==> src/rtl/sec_rtc_pkg.sv <==
package sec_rtc_pkg;

  localparam int NUM_MATCH = 2;
  localparam int CTRL_W    = 8;
  localparam int STAT_W    = 3;

  // byte offsets
  localparam int OFS_UP    = 'h00;
  localparam int OFS_DN    = 'h04;
  localparam int OFS_MATCH = 'h08;  // match i at OFS_MATCH + 4*i
  localparam int OFS_CTRL  = 'h10;
  localparam int OFS_STAT  = 'h14;
  localparam int OFS_KEY   = 'h18;

  // control bits
  localparam int CB_IRQ0  = 0;   // irq enable for match i at CB_IRQ0 + i
  localparam int CB_SW0   = 2;   // switch enable for match i at CB_SW0 + i
  localparam int CB_SRST  = 4;
  localparam int CB_HALT  = 6;
  localparam int CB_FORCE = 7;
  localparam logic [CTRL_W-1:0] CTRL_MASK = 8'hDF;

  // status bits
  localparam int SB_SW = 2;       // match i flag at bit i

  typedef struct packed {
    logic clear;      // soft reset held
    logic step;       // advance both counters
    logic evalMatch;  // compare on this tick
    logic loadUp;     // load ascending + complement
    logic loadDn;     // load descending only
  } cnt_cmd_t;

endpackage

==> src/rtl/sec_rtc_datapath.sv <==
module sec_rtc_datapath
  import sec_rtc_pkg::*;
#(
  parameter int DATA_W = 32
) (
  input  logic                          clk,
  input  logic                          rst_n,
  input  cnt_cmd_t                      cmd,
  input  logic [DATA_W-1:0]             loadVal,
  input  logic [NUM_MATCH-1:0][DATA_W-1:0] matchVal,
  output logic [DATA_W-1:0]             upCnt,
  output logic [DATA_W-1:0]             dnCnt,
  output logic [NUM_MATCH-1:0]          hit
);

  localparam logic [DATA_W-1:0] ALL_ONES = '1;
  localparam logic [DATA_W-1:0] ONE      = DATA_W'(1);

  logic [DATA_W-1:0] upNext;

  // count value that this tick produces
  assign upNext = cmd.step ? (upCnt + ONE) : upCnt;

  always_ff @(posedge clk or negedge rst_n) begin
    if (!rst_n) begin
      upCnt <= '0;
      dnCnt <= '0;
    end else if (cmd.clear) begin
      upCnt <= '0;
      dnCnt <= '0;
    end else if (cmd.loadUp) begin
      upCnt <= loadVal;
      dnCnt <= ALL_ONES - loadVal;
    end else if (cmd.loadDn) begin
      dnCnt <= loadVal;
    end else if (cmd.step) begin
      upCnt <= upCnt + ONE;
      dnCnt <= dnCnt - ONE;
    end
  end

  // one comparator per match register; all-ones disables it
  for (genvar gi = 0; gi < NUM_MATCH; gi++) begin : g_cmp
    assign hit[gi] = cmd.evalMatch && (matchVal[gi] != ALL_ONES)
                     && (upNext == matchVal[gi]);
  end

endmodule

==> src/rtl/sec_rtc_ctrl.sv <==
module sec_rtc_ctrl
  import sec_rtc_pkg::*;
#(
  parameter int DATA_W = 32,
  parameter int ADDR_W = 5
) (
  input  logic                             clk,
  input  logic                             rst_n,
  input  logic                             tick,
  input  logic [ADDR_W-1:0]                busAddr,
  input  logic                             busWe,
  input  logic [DATA_W-1:0]                busWdata,
  input  logic [NUM_MATCH-1:0]             hit,
  input  logic [DATA_W-1:0]                upCnt,
  input  logic [DATA_W-1:0]                dnCnt,
  output cnt_cmd_t                         cmd,
  output logic [NUM_MATCH-1:0][DATA_W-1:0] matchVal,
  output logic [CTRL_W-1:0]                ctrlBits,
  output logic [STAT_W-1:0]                statusBits,
  output logic [DATA_W-1:0]                busRdata,
  output logic                             irqOut,
  output logic                             powerSw
);

  localparam logic [ADDR_W-1:0] A_UP   = ADDR_W'(OFS_UP);
  localparam logic [ADDR_W-1:0] A_DN   = ADDR_W'(OFS_DN);
  localparam logic [ADDR_W-1:0] A_CTRL = ADDR_W'(OFS_CTRL);
  localparam logic [ADDR_W-1:0] A_STAT = ADDR_W'(OFS_STAT);
  localparam logic [ADDR_W-1:0] A_KEY  = ADDR_W'(OFS_KEY);

  logic [DATA_W-1:0]    keyReg;
  logic [NUM_MATCH-1:0] irqTerm, swTerm;
  logic [STAT_W-1:0]    setVec, clrVec;
  logic                 softRst, halted;

  assign softRst = ctrlBits[CB_SRST];
  assign halted  = ctrlBits[CB_HALT];

  // strobes to the datapath
  always_comb begin
    cmd.clear     = softRst;
    cmd.step      = tick && !halted && !softRst;
    cmd.evalMatch = tick && !softRst;
    cmd.loadUp    = busWe && (busAddr == A_UP) && halted && !softRst;
    cmd.loadDn    = busWe && (busAddr == A_DN) && halted && !softRst;
  end

  // match registers, one per comparator
  for (genvar gi = 0; gi < NUM_MATCH; gi++) begin : g_match
    localparam logic [ADDR_W-1:0] A_M = ADDR_W'(OFS_MATCH + 4 * gi);
    always_ff @(posedge clk or negedge rst_n) begin
      if (!rst_n)                          matchVal[gi] <= '1;
      else if (busWe && (busAddr == A_M))  matchVal[gi] <= busWdata;
    end
    assign irqTerm[gi] = statusBits[gi] && ctrlBits[CB_IRQ0 + gi];
    assign swTerm[gi]  = statusBits[gi] && ctrlBits[CB_SW0 + gi];
  end

  always_ff @(posedge clk or negedge rst_n) begin
    if (!rst_n)                             ctrlBits <= '0;
    else if (busWe && (busAddr == A_CTRL))  ctrlBits <= busWdata[CTRL_W-1:0] & CTRL_MASK;
  end

  always_ff @(posedge clk or negedge rst_n) begin
    if (!rst_n)                            keyReg <= '0;
    else if (busWe && (busAddr == A_KEY))  keyReg <= busWdata;
  end

  // sticky flags: set wins over write-1-to-clear
  assign clrVec = (busWe && (busAddr == A_STAT)) ? busWdata[STAT_W-1:0] : '0;
  assign setVec = {powerSw, hit};

  always_ff @(posedge clk or negedge rst_n) begin
    if (!rst_n)       statusBits <= '0;
    else if (softRst) statusBits <= '0;
    else              statusBits <= (statusBits & ~clrVec) | setVec;
  end

  assign irqOut  = |irqTerm;
  assign powerSw = ctrlBits[CB_FORCE] || (|swTerm);

  always_comb begin
    busRdata = '0;
    unique case (busAddr)
      A_UP:    busRdata = upCnt;
      A_DN:    busRdata = dnCnt;
      A_CTRL:  busRdata = DATA_W'(ctrlBits);
      A_STAT:  busRdata = DATA_W'(statusBits);
      A_KEY:   busRdata = keyReg;
      default: begin
        for (int i = 0; i < NUM_MATCH; i++)
          if (busAddr == ADDR_W'(OFS_MATCH + 4 * i)) busRdata = matchVal[i];
      end
    endcase
  end

endmodule

==> src/rtl/sec_rtc_top.sv <==
module sec_rtc_top
  import sec_rtc_pkg::*;
#(
  parameter int DATA_W = 32,
  parameter int ADDR_W = 5
) (
  input  logic              clk,
  input  logic              rst_n,
  input  logic              tick,
  input  logic [ADDR_W-1:0] busAddr,
  input  logic              busWe,
  input  logic [DATA_W-1:0] busWdata,
  output logic [DATA_W-1:0] busRdata,
  output logic              irqOut,
  output logic              powerSw
);

  cnt_cmd_t                         cmd;
  logic [NUM_MATCH-1:0][DATA_W-1:0] matchVal;
  logic [NUM_MATCH-1:0]             hit;
  logic [DATA_W-1:0]                upCnt, dnCnt;
  logic [CTRL_W-1:0]                ctrlBits;
  logic [STAT_W-1:0]                statusBits;

  sec_rtc_ctrl #(.DATA_W(DATA_W), .ADDR_W(ADDR_W)) ctrl_i (
    .clk(clk), .rst_n(rst_n), .tick(tick),
    .busAddr(busAddr), .busWe(busWe), .busWdata(busWdata),
    .hit(hit), .upCnt(upCnt), .dnCnt(dnCnt),
    .cmd(cmd), .matchVal(matchVal), .ctrlBits(ctrlBits), .statusBits(statusBits),
    .busRdata(busRdata), .irqOut(irqOut), .powerSw(powerSw)
  );

  sec_rtc_datapath #(.DATA_W(DATA_W)) dp_i (
    .clk(clk), .rst_n(rst_n), .cmd(cmd), .loadVal(busWdata),
    .matchVal(matchVal), .upCnt(upCnt), .dnCnt(dnCnt), .hit(hit)
  );

endmodule

==> config.mk <==
export PLATFORM = sky130hd
export DESIGN_NAME = sec_rtc_top
export DESIGN_NICKNAME = d
export VERILOG_FILES = /design/src/rtl/sec_rtc_pkg.sv /design/src/rtl/sec_rtc_datapath.sv /design/src/rtl/sec_rtc_ctrl.sv /design/src/rtl/sec_rtc_top.sv
export SDC_FILE = /design/constraint.sdc
export NUM_CORES = 1
export LEC_CHECK = 0
export ABC_AREA = 1
export CAP_MARGIN = 20
export CORE_ASPECT_RATIO = 0.6
export CORE_MARGIN = 2
export CORE_UTILIZATION = 40
export CTS_CLUSTER_DIAMETER = 120
export DETAILED_ROUTE_END_ITERATION = 7
export DONT_BUFFER_PORTS = 1
export PLACE_DENSITY = 0.62
export SYNTH_ARGS = -nofsm -noshare
export SYNTH_HDL_FRONTEND = slang
export SYNTH_SLANG_ARGS = --single-unit
==> constraint.sdc <==
create_clock -name clk -period 2.75 [get_ports clk]
set_input_delay 0.275 -clock clk [delete_from_list [all_inputs] [get_ports clk]]
set_output_delay 0.275 -clock clk [all_outputs]
set_load 0.005 [all_outputs]
==> reports/metrics.yaml, run 1 <==
status:
  status: "finished with violations"
  failed_checks: "negative hold slack"
route:
  vias: 11850
  dr.pass1.iters: 8
  totalWireLength_um: 47900
  drc_errors: 0
  drt_iter0_markers: 1637
  antenna_left: 0
  wl_per_cell_um: 23.5
  drt-vias-per-instance: 5.82
worst_setup_path:
  startpoint_type: "flop"
  r2r_cells: 15
  path_class: "flop to flop"
  path_max_fanout: 4
  cp_common_cell: "nand2_1"
  cp.depth: 15
  cp.required_ps: 3140
  startpoint: "dp_i.upCnt[8]"
  end_kind: "flop"
  worstPathArrival_ps: 2960
  slowest_delay_ps: 480
  cp_slowest_cell: "dfrtp_1"
  worstPathCellList: "nand2_1 -> nor2_2 -> buf_4 -> nand3_1 -> o21bai_1 -> nand2_1 -> nand2_1 -> nand2_1 -> nor2_1 -> nand2_1 -> inv_1 -> nand2_1 -> nor2_1 -> nand3_1 -> a21oi_1"
  r2r_start: "dp_i.upCnt[8]"
  cp_num_buf_inv: 2
  critical_path.top_delay_family: "simple AND/OR/NAND/NOR gates"
final_layout:
  nNetsFinal: 1700
  num_antenna_cells: 0
  register_area_um2: 4330
  multiInputGateArea_um2: 5910
  fin_util_pct: 45.2
  area_delta_synth_final_pct: 11.4
  drive_above_1_share_pct: 10.5
  fillers: 2859
sta:
  final_max_slew_viol_count: 0
  hold_viol_final: 170
  finalSetupViolCount: 0
  hold_ws_ps: -498
  timing.fmax_mhz: 389
  slew_headroom_pct: 47.5
  rsz0062_at_grt: "false"
  min_period_ps: 2570
  finClkSkew_ps: 15.4
  worstMarginPinSlew_ps: 788
  fin_setup_tns_ps: 0
  period_share_pct: 93.5
clock_network:
  cts_tree: "built"
  clock_latency_ps: 470
  cts.sinks: 170
  cts.htree.levels: 4
  path_clk_slew_ps: 80
  cts-root-buf: "clkbuf_16"
  ctsHoldBuffers: 9
  cts_buffers: 17
  cts_max_path_buffers: 2
synth:
  synth_area_leader_cell: "dfrtp_1"
  synthCells: 1646
  yosysTopAreaCellShare_pct: 23.8
  ys_seq_area_share_pct: 38.8
  synth.cell_area_um2: 11200
  yosysUniqueCellTypes: 49
  syn-num-nets: 1689
  synth-warning-count: 0
  ys_top_cells_by_area: "dfrtp_1 (24%), nand2_1 (17%), dfstp_2 (15%)"
  avgSynthCellArea_um2: 6.78
  synth.ff_latch_count: 170
global_routing:
  grt_pass1_vias: 10586
  antenna_found_initial: 0
  grt_overflow: 0
  grtUsageTotal_pct: 33.5
  grt_first_pass_wirelength_um: 70500
  grt_start_max_net_pins: 171
job:
  maxCapViolations: 0
floorplan:
  num_rows: 47
  core-area_um2: 27500
  dieHeight_um: 133
  start_util_pct: 40.5
  io_pins: 75
  fp.dieArea_um2: 29300
  fp.dieW_um: 220
power_and_ir_drop:
  p_per_area_nw_per_um2: 728
  p_leak_nw: 5.50
  vdd_ir_drop_max_uv: 457
placed_design:
  place.gp.congestion: 0.993
  portBuffers: 0
  post-dp-hpwl_um: 36500
hold_path:
  min_path_type: "input pin to asynchronous set/reset pin"
==> cells in the mapped netlist (all sizes together) <==
master,instances
a211oi,13
a21oi,47
a221o,2
a221oi,18
a22o,2
a311oi,2
a31oi,7
a41oi,1
and2,1
buf,12
clkbuf,47
clkinv,1
dfrtp,106
dfstp,64
ha,2
inv,183
nand2,506
nand3,128
nand3b,7
nand4,15
nor2,202
nor3,23
nor4,2
o2111ai,2
o211ai,4
o21ai,177
o21bai,5
o221ai,25
o22ai,16
o2bb2ai,2
o31ai,1
xnor2,2
xnor3,1
xor2,19
xor3,1
==> cells in the final DEF, fill, tap and decap left out, types with 8 or more instances in the layout <==
cell type / netlist / final
o22ai_1: 16 / 16
dfrtp_1: 106 / 106
o221ai_1: 25 / 25
xor2_1: 19 / 19
nand3_1: 125 / 124
dlygate4sd3_1: 0 / 9
o21ai_0: 169 / 169
buf_4: 2 / 39
clkbuf_16: 0 / 17
inv_1: 178 / 178
a221oi_1: 18 / 18
a211oi_1: 13 / 13
nor2_4: 7 / 8
nand4_1: 15 / 15
nand2_1: 502 / 499
a21oi_1: 47 / 47
nor2_1: 186 / 186
nor3_1: 20 / 20
dfstp_2: 64 / 64
==> worst paths after layout <==
kind	end	slack, ps
max	ctrl_i.statusBits[1]	180
min	dp_i.upCnt[21]	-500
max reg2reg	ctrl_i.statusBits[1]	180
min reg2reg	ctrl_i.keyReg[28]	490
max in group asynchronous	ctrl_i.matchVal[31]	2860
min in group clk	ctrl_i.matchVal[63]	20
==> what timing repair did <==
action,CTS,global route
buffers inserted,0,0
hold endpoints to repair,191,170
resized for setup,0,3
setup endpoints to repair,0,1
==> final cells by class <==
type / count / area share, %
multi-input combinational: 1233 / 47.5
sequential: 170 / 34.9
inverter: 184 / 5.56
tap: 367 / 3.69
clock buffer: 20 / 3.67
timing repair buffer: 51 / 3.56
clock inverter: 12 / 1.09
==> flip-flops by register name (all words and copies together), names as in the netlist <==
| register | count |
|---|---|
| ctrl_i.ctrlBits | 7 |
| ctrl_i.keyReg | 32 |
| ctrl_i.matchVal | 64 |
| ctrl_i.statusBits | 3 |
| dp_i.dnCnt | 32 |
| dp_i.upCnt | 32 |
==> routing by layer <==
layer | part of all wire, % | track usage (%) | wire length (um) | vias to the layer above
met4 | 1.6 | 7.94 | 784 | 0
met1 | 47 | 52.6 | 22700 | 5600
met2 | 34 | 37.2 | 16100 | 749
met5 | 0 | 0 | 0 | -
li1 | - | - | - | 5455
met3 | 17 | 18.8 | 8340 | 46
==> report_power, final <==
| group | internal, mW | leakage [nW] | switching, mW | total, mW |
|---|---|---|---|---|
| logic | 0.981 | 3.12 | 1.86 | 2.84 |
| registers | 3.13 | 2.08 | 0.566 | 3.70 |
| clock network | 1.33 | 0.292 | 1.19 | 2.51 |
==> stage by stage <==
step                      hold WS [ps]  power (mW)  setup slack [ps]  std cells  area [um2]
after floorplan                  -20.6        5.54               726       1646       11200
after global placement           -5.23        6.40               257       1996       11700
after detailed placement         -6.32        6.44               258       1996       11700
after CTS                         -506        8.98               240       2037       12400
after global routing              -515        9.58              18.7       2037       12400
final                             -498        9.05               178       2037       12400
==> cells by family (layout without fill, tap and decap cells) <==
logic type      Yosys count  after routing  share of synthesized area, %
flops                   170            170                          38.8
simple gates            884            884                          33.3
fa+ha+maj                 2              2                         0.224
xor+xnor                 23             23                          2.06
compound gates          324            324                          17.2
buf+inv                 243            267                          8.39
Power figures use the tool's default switching activity.
==> run 2: changes to the inputs <==
Settings changed: PLACE_DENSITY 0.62 to not set, PLACE_DENSITY_LB_ADDON set to 0.12.
==> reports/metrics.yaml, run 2 (synthesis results as in run 1) <==
status:
  status: "finished with violations"
  failed_checks: "negative hold slack"
final_layout:
  fin_util_pct: 45.0
  largest_register_ffs: 64
  drive_above_1_share_pct: 10.2
  final_common_cell: "nand2_1"
  final_cell_mix: "nand2_1 (498), nor2_1 (185), inv_1 (178), o21ai_0 (168), nand3_1 (124)"
  regMostFlops: "ctrl_i.matchVal"
  fillers: 2826
  area_delta_synth_final_pct: 11.0
  nNetsFinal: 1694
sta:
  worstMarginPinSlew_ps: 716
  final_max_slew_viol_count: 0
  hold_ws_ps: -496
  min_period_ps: 2570
  finalSetupViolCount: 0
  rsz0062_at_grt: "false"
  timing.fmax_mhz: 389
  period_share_pct: 93.6
  fin_setup_tns_ps: 0
  finClkSkew_ps: 9.87
  hold_viol_final: 170
  slew_headroom_pct: 52.1
floorplan:
  fp.dieArea_um2: 29300
  core-area_um2: 27500
  num_rows: 47
  io_pins: 75
  fp.dieW_um: 220
  start_util_pct: 40.5
  dieHeight_um: 133
worst_setup_path:
  path_class: "flop to flop"
  worstPathArrival_ps: 2970
  r2r_cells: 13
  cp_num_buf_inv: 2
  startpoint_type: "flop"
  slowest_delay_ps: 390
  worstPathCellList: "inv_2 -> nand2_2 -> nor2_4 -> buf_4 -> nand3_1 -> nor2_4 -> nand2_1 -> nand2_1 -> xor2_1 -> nand3_1 -> nor2_1 -> nand3_1 -> a21oi_1"
  r2r_start: "ctrl_i.ctrlBits[4]"
  end_kind: "flop"
  path_max_fanout: 6
  r2r_slack_ps: 180
  cp_slowest_cell: "dfrtp_1"
  worstSetupEndpoint: "ctrl_i.statusBits[0]"
  critical_path.top_delay_family: "simple AND/OR/NAND/NOR gates"
  startpoint: "ctrl_i.ctrlBits[4]"
  cp.required_ps: 3140
  timing.rr.end: "ctrl_i.statusBits[0]"
  cp_common_cell: "nand3_1"
  cp.depth: 13
hold_path:
  min_path_type: "input pin to asynchronous set/reset pin"
clock_network:
  cts_buffers: 17
  clock_latency_ps: 470
  cts-root-buf: "clkbuf_16"
  path_clk_slew_ps: 80
  ctsHoldBuffers: 10
  cts.sinks: 170
  cts.htree.levels: 4
  cts_max_path_buffers: 2
  cts_tree: "built"
global_routing:
  grt_first_pass_wirelength_um: 69500
  antenna_found_initial: 1
  grt_start_max_net_pins: 171
  grt_pass1_vias: 10466
  grt_overflow: 0
  grtUsageTotal_pct: 33.0
route:
  dr.pass1.iters: 6
  totalWireLength_um: 47100
  vias: 11664
  drt_iter0_markers: 1485
  antenna_left: 0
  wl_per_cell_um: 23.2
  drt-vias-per-instance: 5.74
  drc_errors: 0
power_and_ir_drop:
  net-switching-power_mw: 3.62
  swShare_pct: 40.3
  seqPwrFrac_pct: 41.3
  power_mw: 8.99
  vdd_ir_drop_max_uv: 389
  p_leak_nw: 5.45
  pwr-share-clk_pct: 27.4
  p_int_mw: 5.37
  p_per_area_nw_per_um2: 726
  combPwrFrac_pct: 31.4
placed_design:
  portBuffers: 0
  place.gp.congestion: 1.01
  post-dp-hpwl_um: 35900
job:
  maxCapViolations: 0
## run 2: changes by cell type in the layout (fill, tap and decap cells not counted), sizes merged
cell,previous run,this run
clkinvlp,0,4
bufinv,1,0
inv,187,189
diode,0,2
buf,42,35
dlygate4sd3,9,10
clkinv,8,3
## run 2: timing repair
item / 4_1_cts / 5_1_grt
hold endpoints to repair: 189 / 170
setup endpoints to repair: 0 / 2
gates resized for setup: 0 / 6
buffers inserted: 0 / 2
## run 2: through the flow
| step | worst slack (ps) | std cells | hold slack, ps | cell area (um2) |
|---|---|---|---|---|
| 2_1_floorplan | 726 | 1646 | -20.6 | 11200 |
| 3_3_place_gp | 112 | 1987 | -12.8 | 11700 |
| 3_5_place_dp | 199 | 1987 | -12.8 | 11700 |
| 4_1_cts | 176 | 2029 | -511 | 12400 |
| 5_1_grt | 19.6 | 2031 | -519 | 12400 |
| 6_report | 176 | 2033 | -496 | 12400 |
## run 2: worst min path at each step
stage | start | endpoint | slack, ps | depth (start not counted)
2_1_floorplan | rst_n | ctrl_i.ctrlBits[0] | -20 | 0
3_3_place_gp | rst_n | dp_i.dnCnt[1] | -10 | 0
3_5_place_dp | rst_n | dp_i.dnCnt[3] | -10 | 0
4_1_cts | rst_n | dp_i.dnCnt[3] | -510 | 0
5_1_grt | rst_n | dp_i.dnCnt[3] | -520 | 0
6_report | rst_n | dp_i.dnCnt[1] | -500 | 0
## run 2: routing by layer
layer  wire length, um  global-route usage [%]
met5                 0                       0
met4               461                    5.29
met3              8200                    17.4
met2             15900                    36.8
met1             22600                    53.3
## run 2: final cells by class
class	count	area, um2	area share (%)
flip-flops and latches	170	4330	35.0
well taps	367	459	3.71
multi-input cells	1233	5910	47.7
inverters	184	691	5.58
clock inverters	12	104	0.838
repair buffers	45	413	3.33
diodes	2	5.00	0.0404
clock buffers	20	468	3.78
## run 2: power by group through the flow
stage               combinational, mW  clock (mW)  sequential [mW]
floorplan                        2.04           0             3.50
global placement                 2.70           0             3.71
detailed placement               2.71           0             3.71
CTS                              2.74        2.49             3.67
global route                     3.16        2.59             3.77
finish                           2.82        2.46             3.71
==> run 3: changes to the inputs <==
Settings changed: CORE_ASPECT_RATIO 0.6 to not set.
==> reports/metrics.yaml, run 3 (synthesis results as in run 1) <==
route:
  vias: 11553
  drt_iter0_markers: 1243
  dr.pass1.iters: 6
  antenna_left: 0
  totalWireLength_um: 46200
  wl_met2_um: 18900
  dr.max_layer_used: "met4"
  wl_per_cell_um: 22.7
  drc_errors: 0
  wl_met1_um: 21800
  routed-wl-met3_um: 4580
  drt-vias-per-instance: 5.67
clock_network:
  cts_max_path_buffers: 2
  cts.htree.levels: 4
  cts-root-buf: "clkbuf_16"
  cts_tree: "built"
  cts_buffers: 17
  postCtsSetupBuffers: 0
  cts.sinks: 170
  clock_latency_ps: 470
  ctsHoldBuffers: 10
  path_clk_slew_ps: 70
sta:
  slew_headroom_pct: 51.9
  finClkSkew_ps: 15.6
  fin_setup_tns_ps: 0
  min_period_ps: 2540
  timing.fmax_mhz: 394
  worstMarginPinSlew_ps: 721
  hold_viol_final: 170
  finalSetupViolCount: 0
  period_share_pct: 92.2
  hold_ws_ps: -492
  rsz0062_at_grt: "false"
  fin_ws_ps: 214
  final_max_slew_viol_count: 0
final_layout:
  multiInputGateArea_um2: 5920
  regMostFlops: "ctrl_i.matchVal"
  final_cell_mix: "nand2_1 (499), nor2_1 (183), inv_1 (178), o21ai_0 (169), nand3_1 (125)"
  nNetsFinal: 1689
  area_delta_synth_final_pct: 11.1
  final_common_cell: "nand2_1"
  largest_register_ffs: 64
  design_area_um2: 12400
  drive_above_1_share_pct: 9.95
  fin_cells: 2038
  fin_util_pct: 44.9
  fillers: 2958
  register_area_um2: 4330
worst_setup_path:
  timing.rr.end: "ctrl_i.statusBits[1]"
  end_kind: "flop"
  worstPathCellList: "ha_1 -> nand2_1 -> nor2_2 -> nand2_1 -> nor2_4 -> nand2_1 -> o21bai_2 -> nand2_1 -> nand2_1 -> nand2_1 -> nor2_1 -> nand2_1 -> nor2_1 -> nand3_1 -> a21oi_1"
  path_max_fanout: 5
  cp_common_cell: "nand2_1"
  cp_slowest_cell: "dfrtp_1"
  slowest_delay_ps: 420
  cp.depth: 15
  path_class: "flop to flop"
  cp.required_ps: 3130
  r2r_cells: 15
  startpoint: "dp_i.upCnt[1]"
  critical_path.top_delay_family: "simple AND/OR/NAND/NOR gates"
  worstPathArrival_ps: 2920
  startpoint_type: "flop"
  r2r_start: "dp_i.upCnt[1]"
  cp_num_buf_inv: 0
  r2r_slack_ps: 210
power_and_ir_drop:
  power_mw: 9.11
  p_leak_nw: 5.47
  p_per_area_nw_per_um2: 734
  vdd_ir_drop_max_uv: 451
floorplan:
  num_rows: 61
  dieHeight_um: 171
  fp.dieArea_um2: 29300
  fp.dieW_um: 171
  io_pins: 75
  start_util_pct: 40.4
  core-area_um2: 27600
global_routing:
  grt_start_max_net_pins: 171
  antenna_found_initial: 0
  grt_first_pass_wirelength_um: 68700
  grt_overflow: 0
  grtUsageTotal_pct: 32.4
  grt_pass1_vias: 10547
job:
  maxCapViolations: 0
placed_design:
  pre_cts_ws_ps: 160
  post-dp-hpwl_um: 34400
  dp.cells: 1995
  portBuffers: 0
  place.gp.congestion: 0.968
  dpl_cell_area_um2: 11700
status:
  failed_checks: "negative hold slack"
  status: "finished with violations"
hold_path:
  min_path_type: "input pin to asynchronous set/reset pin"
## run 3: worst max path at each step
| stage | end | slack [ps] |
|---|---|---|
| 2_1_floorplan | dp_i.dnCnt[30] | 730 |
| 3_3_place_gp | ctrl_i.statusBits[1] | 180 |
| 3_5_place_dp | ctrl_i.statusBits[1] | 160 |
| 4_1_cts | ctrl_i.statusBits[1] | 130 |
| 5_1_grt | ctrl_i.statusBits[1] | 50 |
| 6_report | ctrl_i.statusBits[1] | 210 |
## run 3: cell type report
cell class                 count  share of cell area, %
sequential                   170                   35.0
timing repair buffer          40                   2.93
inverter                     184                   5.57
antenna                        1                 0.0202
multi-input combinational   1233                   47.7
clock inverter                11                  0.938
clock buffer                  21                   4.06
tap                          378                   3.81
## run 3: power by group
group | total [mW] | leakage [nW] | switching, mW | internal (mW)
combinational | 2.79 | 3.07 | 1.81 | 0.983
sequential | 3.70 | 2.08 | 0.570 | 3.13
clock | 2.62 | 0.310 | 1.18 | 1.43
## run 3: worst reg2reg max path: stages, from the launching register on
cell and delay, ps:
dfrtp_1 420, ha_1 250, nand2_1 80, nor2_2 210, nand2_1 150, nor2_4 190, nand2_1 160, o21bai_2 180
nand2_1 170, nand2_1 100, nand2_1 50, nor2_1 110, nand2_1 80, nor2_1 100, nand3_1 80, a21oi_1 120
## run 3: timing repair
| action | CTS | global route |
|---|---|---|
| hold endpoints to repair | 190 | 170 |
| gates resized for setup | 0 | 5 |
| endpoints found under the setup margin | 0 | 2 |
## run 3: routing by layer
metal	vias up	global-route usage [%]
li1	5431	-
met1	5559	49.1
met2	512	44.8
met3	51	8.81
met4	0	8.51
met5	-	0
